<file path="src/rtl/tmr_pkg.sv">
package tmr_pkg;

  typedef enum logic [1:0] {
    ACT_KEEP = 2'd0,
    ACT_LOW  = 2'd1,
    ACT_HIGH = 2'd2,
    ACT_FLIP = 2'd3
  } act_e;

  typedef enum logic [1:0] {
    CSRC_NONE = 2'd0,
    CSRC_A    = 2'd1,
    CSRC_B    = 2'd2,
    CSRC_EXT  = 2'd3
  } csrc_e;

  localparam logic [1:0] ADDR_CMP_A = 2'd0;
  localparam logic [1:0] ADDR_CMP_B = 2'd1;
  localparam logic [1:0] ADDR_CTL   = 2'd2;

  localparam int CTL_ACT_A_LSB = 0;
  localparam int CTL_ACT_B_LSB = 2;
  localparam int CTL_CSRC_LSB  = 4;
  localparam int CTL_BITS      = 6;

  localparam int N_CHAN = 2;

endpackage

</file>
<file path="src/rtl/tmr_regs.sv">
module tmr_regs
  import tmr_pkg::*;
#(
  parameter int W = 8
) (
  input  logic                 clk,
  input  logic                 rst,
  input  logic                 wr_en,
  input  logic [1:0]           wr_addr,
  input  logic [W-1:0]         wr_data,
  output logic [N_CHAN-1:0][W-1:0] cmp_val,
  output act_e                 act_a,
  output act_e                 act_b,
  output csrc_e                csrc
);

  logic [CTL_BITS-1:0] ctl_q;

  always_ff @(posedge clk) begin
    if (rst) begin
      cmp_val <= '0;
      ctl_q   <= '0;
    end else if (wr_en) begin
      unique case (wr_addr)
        ADDR_CMP_A: cmp_val[0] <= wr_data;
        ADDR_CMP_B: cmp_val[1] <= wr_data;
        ADDR_CTL:   ctl_q      <= wr_data[CTL_BITS-1:0];
        default:    ;
      endcase
    end
  end

  assign act_a = act_e'(ctl_q[CTL_ACT_A_LSB +: 2]);
  assign act_b = act_e'(ctl_q[CTL_ACT_B_LSB +: 2]);
  assign csrc  = csrc_e'(ctl_q[CTL_CSRC_LSB +: 2]);

endmodule

</file>
<file path="src/rtl/tmr_sync_edge.sv">
module tmr_sync_edge #(
  parameter int STAGES = 2
) (
  input  logic clk,
  input  logic rst,
  input  logic din,
  output logic rise
);

  localparam int LAST = STAGES;

  logic [LAST:0] chain_q;

  always_ff @(posedge clk) begin
    if (rst) chain_q <= '0;
    else     chain_q <= {chain_q[LAST-1:0], din};
  end

  assign rise = chain_q[LAST-1] & ~chain_q[LAST];

endmodule

</file>
<file path="src/rtl/tmr_counter.sv">
module tmr_counter #(
  parameter int W = 8
) (
  input  logic         clk,
  input  logic         rst,
  input  logic         tick,
  input  logic         clr,
  output logic [W-1:0] cnt,
  output logic         fresh
);

  always_ff @(posedge clk) begin
    if (rst) begin
      cnt   <= '0;
      fresh <= 1'b0;
    end else begin
      if (clr)       cnt <= '0;
      else if (tick) cnt <= cnt + W'(1);
      fresh <= clr | tick;
    end
  end

endmodule

</file>
<file path="src/rtl/tmr_cmp.sv">
module tmr_cmp #(
  parameter int W = 8
) (
  input  logic [W-1:0] cnt,
  input  logic         fresh,
  input  logic [W-1:0] ref_val,
  output logic         hit
);

  assign hit = fresh && (cnt == ref_val);

endmodule

</file>
<file path="src/rtl/tmr_out_ctl.sv">
module tmr_out_ctl
  import tmr_pkg::*;
(
  input  logic clk,
  input  logic rst,
  input  logic hit_a,
  input  logic hit_b,
  input  act_e act_a,
  input  act_e act_b,
  output logic level
);

  logic want_low, want_high, want_flip;
  logic level_d;

  always_comb begin
    want_low  = (hit_a && act_a == ACT_LOW)  || (hit_b && act_b == ACT_LOW);
    want_high = (hit_a && act_a == ACT_HIGH) || (hit_b && act_b == ACT_HIGH);
    want_flip = (hit_a && act_a == ACT_FLIP) || (hit_b && act_b == ACT_FLIP);
    if (want_low)       level_d = 1'b0;
    else if (want_high) level_d = 1'b1;
    else if (want_flip) level_d = ~level;
    else                level_d = level;
  end

  always_ff @(posedge clk) begin
    if (rst) level <= 1'b0;
    else     level <= level_d;
  end

endmodule

</file>
<file path="src/rtl/dual_cmp_timer.sv">
module dual_cmp_timer
  import tmr_pkg::*;
#(
  parameter int W          = 8,
  parameter int SYNC_STAGES = 2
) (
  input  logic         clk,
  input  logic         rst,
  input  logic         wr_en,
  input  logic [1:0]   wr_addr,
  input  logic [W-1:0] wr_data,
  input  logic         tick,
  input  logic         ext_clr,
  output logic [W-1:0] count_o,
  output logic         tmr_out
);

  logic [N_CHAN-1:0][W-1:0] cmp_val;
  logic [N_CHAN-1:0]        match;
  act_e                     act_a, act_b;
  csrc_e                    csrc;
  logic                     ext_rise;
  logic                     clr_evt;
  logic                     fresh;

  tmr_regs #(.W(W)) u_regs (
    .clk     (clk),
    .rst     (rst),
    .wr_en   (wr_en),
    .wr_addr (wr_addr),
    .wr_data (wr_data),
    .cmp_val (cmp_val),
    .act_a   (act_a),
    .act_b   (act_b),
    .csrc    (csrc)
  );

  tmr_sync_edge #(.STAGES(SYNC_STAGES)) u_sync (
    .clk  (clk),
    .rst  (rst),
    .din  (ext_clr),
    .rise (ext_rise)
  );

  always_comb begin
    unique case (csrc)
      CSRC_A:   clr_evt = match[0];
      CSRC_B:   clr_evt = match[1];
      CSRC_EXT: clr_evt = ext_rise;
      default:  clr_evt = 1'b0;
    endcase
  end

  tmr_counter #(.W(W)) u_cnt (
    .clk   (clk),
    .rst   (rst),
    .tick  (tick),
    .clr   (clr_evt),
    .cnt   (count_o),
    .fresh (fresh)
  );

  for (genvar ch = 0; ch < N_CHAN; ch++) begin : g_chan
    tmr_cmp #(.W(W)) u_cmp (
      .cnt     (count_o),
      .fresh   (fresh),
      .ref_val (cmp_val[ch]),
      .hit     (match[ch])
    );
  end

  tmr_out_ctl u_out (
    .clk   (clk),
    .rst   (rst),
    .hit_a (match[0]),
    .hit_b (match[1]),
    .act_a (act_a),
    .act_b (act_b),
    .level (tmr_out)
  );

endmodule

</file>
<file path="config.mk">
export PLATFORM = sky130hd
export DESIGN_NAME = dual_cmp_timer
export DESIGN_NICKNAME = d
export VERILOG_FILES = /design/src/rtl/tmr_pkg.sv /design/src/rtl/tmr_regs.sv /design/src/rtl/tmr_sync_edge.sv /design/src/rtl/tmr_counter.sv /design/src/rtl/tmr_cmp.sv /design/src/rtl/tmr_out_ctl.sv /design/src/rtl/dual_cmp_timer.sv
export SDC_FILE = /design/constraint.sdc
export NUM_CORES = 1
export LEC_CHECK = 0
export BUFFER_PORTS_ARGS = -buffer_cell sky130_fd_sc_hd__buf_2
export CORE_ASPECT_RATIO = 1.4
export CORE_UTILIZATION = 27
export CTS_CLUSTER_SIZE = 16
export DETAILED_ROUTE_END_ITERATION = 10
export PLACE_DENSITY = 0.5
export SLEW_MARGIN = 20
export SYNTH_ARGS = -nofsm -noshare
export SYNTH_HDL_FRONTEND = slang
export SYNTH_SLANG_ARGS = --single-unit
</file>
<file path="constraint.sdc">
create_clock -name clk -period 1.73 [get_ports clk]
set_clock_uncertainty 0.05 [all_clocks]
set_input_delay 0.173 -clock clk [delete_from_list [all_inputs] [get_ports clk]]
set_output_delay 0.173 -clock clk [all_outputs]
set_load 0.005 [all_outputs]
</file>
Word level (Yosys, flattened, before mapping):

Index checks and enable logic that the tools add are counted.

* register bits after elaboration: 35

* $add $sub $neg: 1
* bitwise gates (word level): 4
* mux-type cells: 3
* eq/ne operators: 13
* reductions and logical operators: 18

Operator list (count)
* $eq A8 B8 Y1: 2
* $eq A2 B2 Y1 const B: 7
* $add A8 B1 Y8 const B: 1
* $eq A2 B1 Y1 const B: 4
* $logic_and A1 B1 Y1: 8
* $reduce_and A2 Y1: 3
* $reduce_or A2 Y1: 2
* $logic_or A1 B1 Y1: 3
* $pmux W1 S3: 1
* $logic_not A2 Y1: 1
* $mux W1: 2
* $not A1 Y1: 2
* $reduce_bool A2 Y1: 1
* $and A1 B1 Y1: 1
* $or A1 B1 Y1: 1

Depth between registers and ports, before layout:

* depth after elaboration: 6
* mapped depth: 7

By module:

A second synthesis with hierarchy kept.

* cell total of the unflattened synthesis: 170
* area, all modules: 1670.4 sq um

By module, submodules not included
* tmr_regs: cells each 84, times used 1, area each 909.6 sq um
* tmr_counter: cells each 41, times used 1, area each 372.9 sq um
* tmr_cmp: cells each 12, times used 2, area each 95.1 sq um
* tmr_sync_edge: cells each 7, times used 1, area each 87.6 sq um
* tmr_out_ctl: cells each 11, times used 1, area each 86.3 sq um
* dual_cmp_timer: cells each 3, times used 1, area each 23.8 sq um

Worst setup path before layout:

No wires, ideal clock.

* kind: reg2reg
* from: register u_cnt.cnt[0]
* to: register u_out.level
* arrival time: 1.387 ns
* setup slack: 0.170 ns
* data required time: 1.556 ns
* path buffers: 0
* stages on the path, launching flop included: 7
* clock period less this slack: 1.560 ns
* cells stage by stage: dfxtp_1 -> xor2_1 -> nor4_1 -> and4_1 -> a21oi_1 -> o31ai_1 -> a21oi_1

* word-level cells in the longest chain between the ends: 5

Ends and longest elaborated chain
* start, declared: RTL line tmr_counter.sv:8 `output logic [W-1:0] cnt,`
* start signal, assigned: RTL line tmr_counter.sv:18 `else if (tick) cnt <= cnt + W'(1);`
* $eq A8 B8 Y1: RTL line tmr_cmp.sv:10 `assign hit = fresh && (cnt == ref_val);`
* $logic_and A1 B1 Y1: RTL line tmr_cmp.sv:10
* $logic_and A1 B1 Y1, on equally long branches: RTL line tmr_out_ctl.sv:18, tmr_out_ctl.sv:17, tmr_out_ctl.sv:19
* $logic_or A1 B1 Y1, on equally long branches: RTL line tmr_out_ctl.sv:18, tmr_out_ctl.sv:17, tmr_out_ctl.sv:19
* $mux W1 (tied with other cells): RTL line tmr_out_ctl.sv:21 `else if (want_high) level_d = 1'b1;`
* end signal, assigned: RTL line tmr_out_ctl.sv:28 `else level <= level_d;`
* end, declared: RTL line tmr_out_ctl.sv:10 `output logic level`

Parallel ways exist; a longest one is shown, timed or not.
A chain may end at the register's enable or synchronous reset.

Worst setup path after layout:

* from: register u_cnt.cnt[1]
* to: register u_out.level

The elaborated chain is that of the path after synthesis.

==> results.json <==
{
  "status": "finished clean",
  "arrival_ps": 1810,
  "max_stage_delay_ps": 340,
  "min_path_cells": 2,
  "drc": 0,
  "n_antenna_cell": 0,
  "wire_per_inst_um": 13.2,
  "cpMaxStageDelayCell": "dfxtp_2",
  "synth-seq-cells": 35,
  "setup_viol": 0,
  "worstPathCellList": "xor2_1 -> nor4_2 -> nand4_1 -> buf_4 -> o21ai_0 -> o31ai_1 -> a21oi_1",
  "cts.clk_slew.worst_paths_ps": 70,
  "timing.reg2reg.worst_path_depth": 7,
  "cts_root_buf": "clkbuf_8",
  "path_class": "reg -> reg",
  "cts_buffer_depth": 2,
  "place_congestion": 0.731,
  "wl_um": 3440,
  "syn_area_per_cell_um2": 9.91,
  "fillCellCount": 567,
  "clk_latency_ps": 280,
  "ir_worst_vdd_mv": 0.296,
  "cap_violations": 0,
  "hp-class": "in -> reg",
  "detail_route.iter0.violations": 21,
  "synth_top_area_frac": 0.447,
  "worstSetupStartpointType": "flip-flop",
  "min_to": "u_sync.chain_q[0]$_SDFF_PP0_",
  "syn_nets": 174,
  "synthFlopType": "dfxtp_1",
  "fin_nets": 209,
  "drive_gt1_frac": 0.264,
  "synthArstFlopShare": 0,
  "r2r-end": "u_out.level$_SDFFE_PP0P_",
  "grt_antenna_before_repair": 0,
  "grt_util_all_layers": 0.130,
  "ant_nets": 0,
  "post-place-ws_ps": -25.5,
  "r2r-start": "u_cnt.cnt[1]$_SDFFE_PP0P_",
  "grt_max_degree": 29,
  "htree_num_levels": 2,
  "vias": 1157,
  "fp.dieW_um": 66.4,
  "ys_warn_count": 0,
  "vias_per_cell": 4.43,
  "critPathBufInv": 1,
  "synth_top_area_cell": "dfxtp_1",
  "io_buffer_count": 23,
  "power_density_mw_per_mm2": 852,
  "overflow": 0,
  "worst_pin_slew_ps": 534,
  "ys_types": 30,
  "leakagePower_nw": 0.866,
  "fin_setup_tns_ps": 0,
  "die_y_um": 92.1,
  "cts_inserted_buffers": 5,
  "cpLargestDelayFamily": "simple AND/OR/NAND/NOR gates",
  "grt_pass1_wl_um": 5750,
  "hpwlAfterDp_um": 2620,
  "first_pass_iters": 4,
  "critPathRequiredTime_ps": 1900,
  "cp-end-kind": "flip-flop",
  "holdCritStartpoint": "ext_clr",
  "ff2ff_setup_slack_ps": 90,
  "fin_ws_ps": 90.4,
  "initial_core_util": 0.281,
  "ios": 24,
  "max_freq_mhz": 610,
  "cts_tree": "yes",
  "crit_fanout": 3,
  "hold_viol_final": 0,
  "synth_edf_count": 0,
  "dieArea_mm2": 0.00611,
  "fp-row-count": 32,
  "grt_pass1_vias": 1141,
  "synthTopCellsByArea": "dfxtp_1, mux2i_1, nor2_1",
  "slew_violations": 0,
  "cts_sinks": 35,
  "synth_cells": 158,
  "core_area_mm2": 0.00557,
  "finalWorstPathRequiredPeriod_ps": 1640,
  "finalCritPeriodShare": 0.948,
  "ys_seq_area_frac": 0.447,
  "slew_headroom": 0.644,
  "synthesis.area_mm2": 0.00157,
  "cts_hold_buf": 0,
  "syn_to_final_growth_pct": 22.1
}
[how the worst max path moves through the flow]
stage                                        start                        end  depth (start not counted)
global route        u_regs.cmp_val[1]$_SDFFE_PP0P_   u_out.level$_SDFFE_PP0P_                          7
floorplan                u_cnt.cnt[0]$_SDFFE_PP0P_   u_out.level$_SDFFE_PP0P_                          6
detailed placement       u_cnt.cnt[6]$_SDFFE_PP0P_  u_cnt.cnt[1]$_SDFFE_PP0P_                          6
global placement         u_cnt.cnt[6]$_SDFFE_PP0P_  u_cnt.cnt[4]$_SDFFE_PP0P_                          6
finish                   u_cnt.cnt[1]$_SDFFE_PP0P_   u_out.level$_SDFFE_PP0P_                          7
CTS                      u_cnt.cnt[6]$_SDFFE_PP0P_   u_out.level$_SDFFE_PP0P_                          6
[Yosys cell counts (3+ instances only)]
cell	instances
nor2b_1	3
clkbuf_1	3
nand3b_1	3
dfxtp_1	35
mux2i_1	23
nand4_1	5
nand2_1	5
xnor2_1	11
xor2_1	12
nor2_1	31
a21oi_1	3
[cell type report]
| class | instances | area (um2) | area share |
|---|---|---|---|
| clock buffer | 6 | 82.6 | 0.0432 |
| sequential | 35 | 704 | 0.368 |
| timing repair buffer | 34 | 198 | 0.103 |
| inverter | 2 | 7.51 | 0.00392 |
| clock inverter | 1 | 5.00 | 0.00262 |
| tap | 68 | 85.1 | 0.0445 |
| multi-input combinational | 115 | 831 | 0.434 |
[sequential cells by signal, indices dropped and copies added (netlist names)]
signal,flops
u_regs.ctl_q,6
u_sync.chain_q,3
u_cnt.cnt,8
u_out.level,1
u_cnt.fresh,1
u_regs.cmp_val,16
[cells by family after synthesis]
| group | synth area share |
|---|---|
| DFF | 0.447 |
| buffers and inverters | 0.0311 |
| and+or+nand+nor | 0.185 |
| xor gates and xnor gates | 0.129 |
| adders and majority gates | 0.00799 |
| AOI/OAI and AO/OA | 0.0535 |
| muxes | 0.147 |
[timing repair]
action                     4_1_cts  5_1_grt
gates resized for setup          1        4
hold endpoints to repair         0        0
setup endpoints to repair        9        9
cloned                           0        0
pin swaps                        0        4
buffers inserted                 0        1
[through the flow]
step,hold WS [ps],cells,instance area (um2),utilization,power (W)
global route,76.7,261,1910,0.344,0.00171
CTS,38.5,260,1890,0.340,0.00165
detailed placement,340,253,1800,0.324,0.00105
finish,46.9,261,1910,0.344,0.00163
global placement,334,253,1800,0.324,0.00105
floorplan,244,158,1570,-,0.000983
[metal layers]
layer | global-route usage | routed length, um
met1 | 0.148 | 1480
met2 | 0.217 | 1800
met3 | 0.0373 | 87
met4 | 0.0638 | 75
met5 | 0 | 0
[power by group]
part / total (W) / internal [W] / switching [W]
registers: 0.000857 / 0.000834 / 0.0000227
logic: 0.000182 / 0.0000903 / 0.0000919
clock network: 0.000590 / 0.000312 / 0.000278
[cell usage in the layout (no fill, tap or decap)]
master,count
a211o_4,1
a211oi_1,1
a21bo_1,1
a21oi_1,3
a31oi_1,1
and3_2,1
and4_1,2
buf_2,23
buf_4,11
clkbuf_8,6
clkinv_2,1
dfxtp_1,32
dfxtp_2,3
ha_1,1
inv_1,2
mux2i_1,23
nand2_1,5
nand3_1,2
nand3b_1,3
nand4_1,5
nor2_1,31
nor2b_1,3
nor3_1,1
nor3_2,2
nor3b_1,2
nor4_2,1
o21ai_0,1
o2bb2ai_2,1
o31ai_1,1
xnor2_1,10
xnor2_2,1
xor2_1,12
Note: power is estimated with default switching activity, not from simulation.
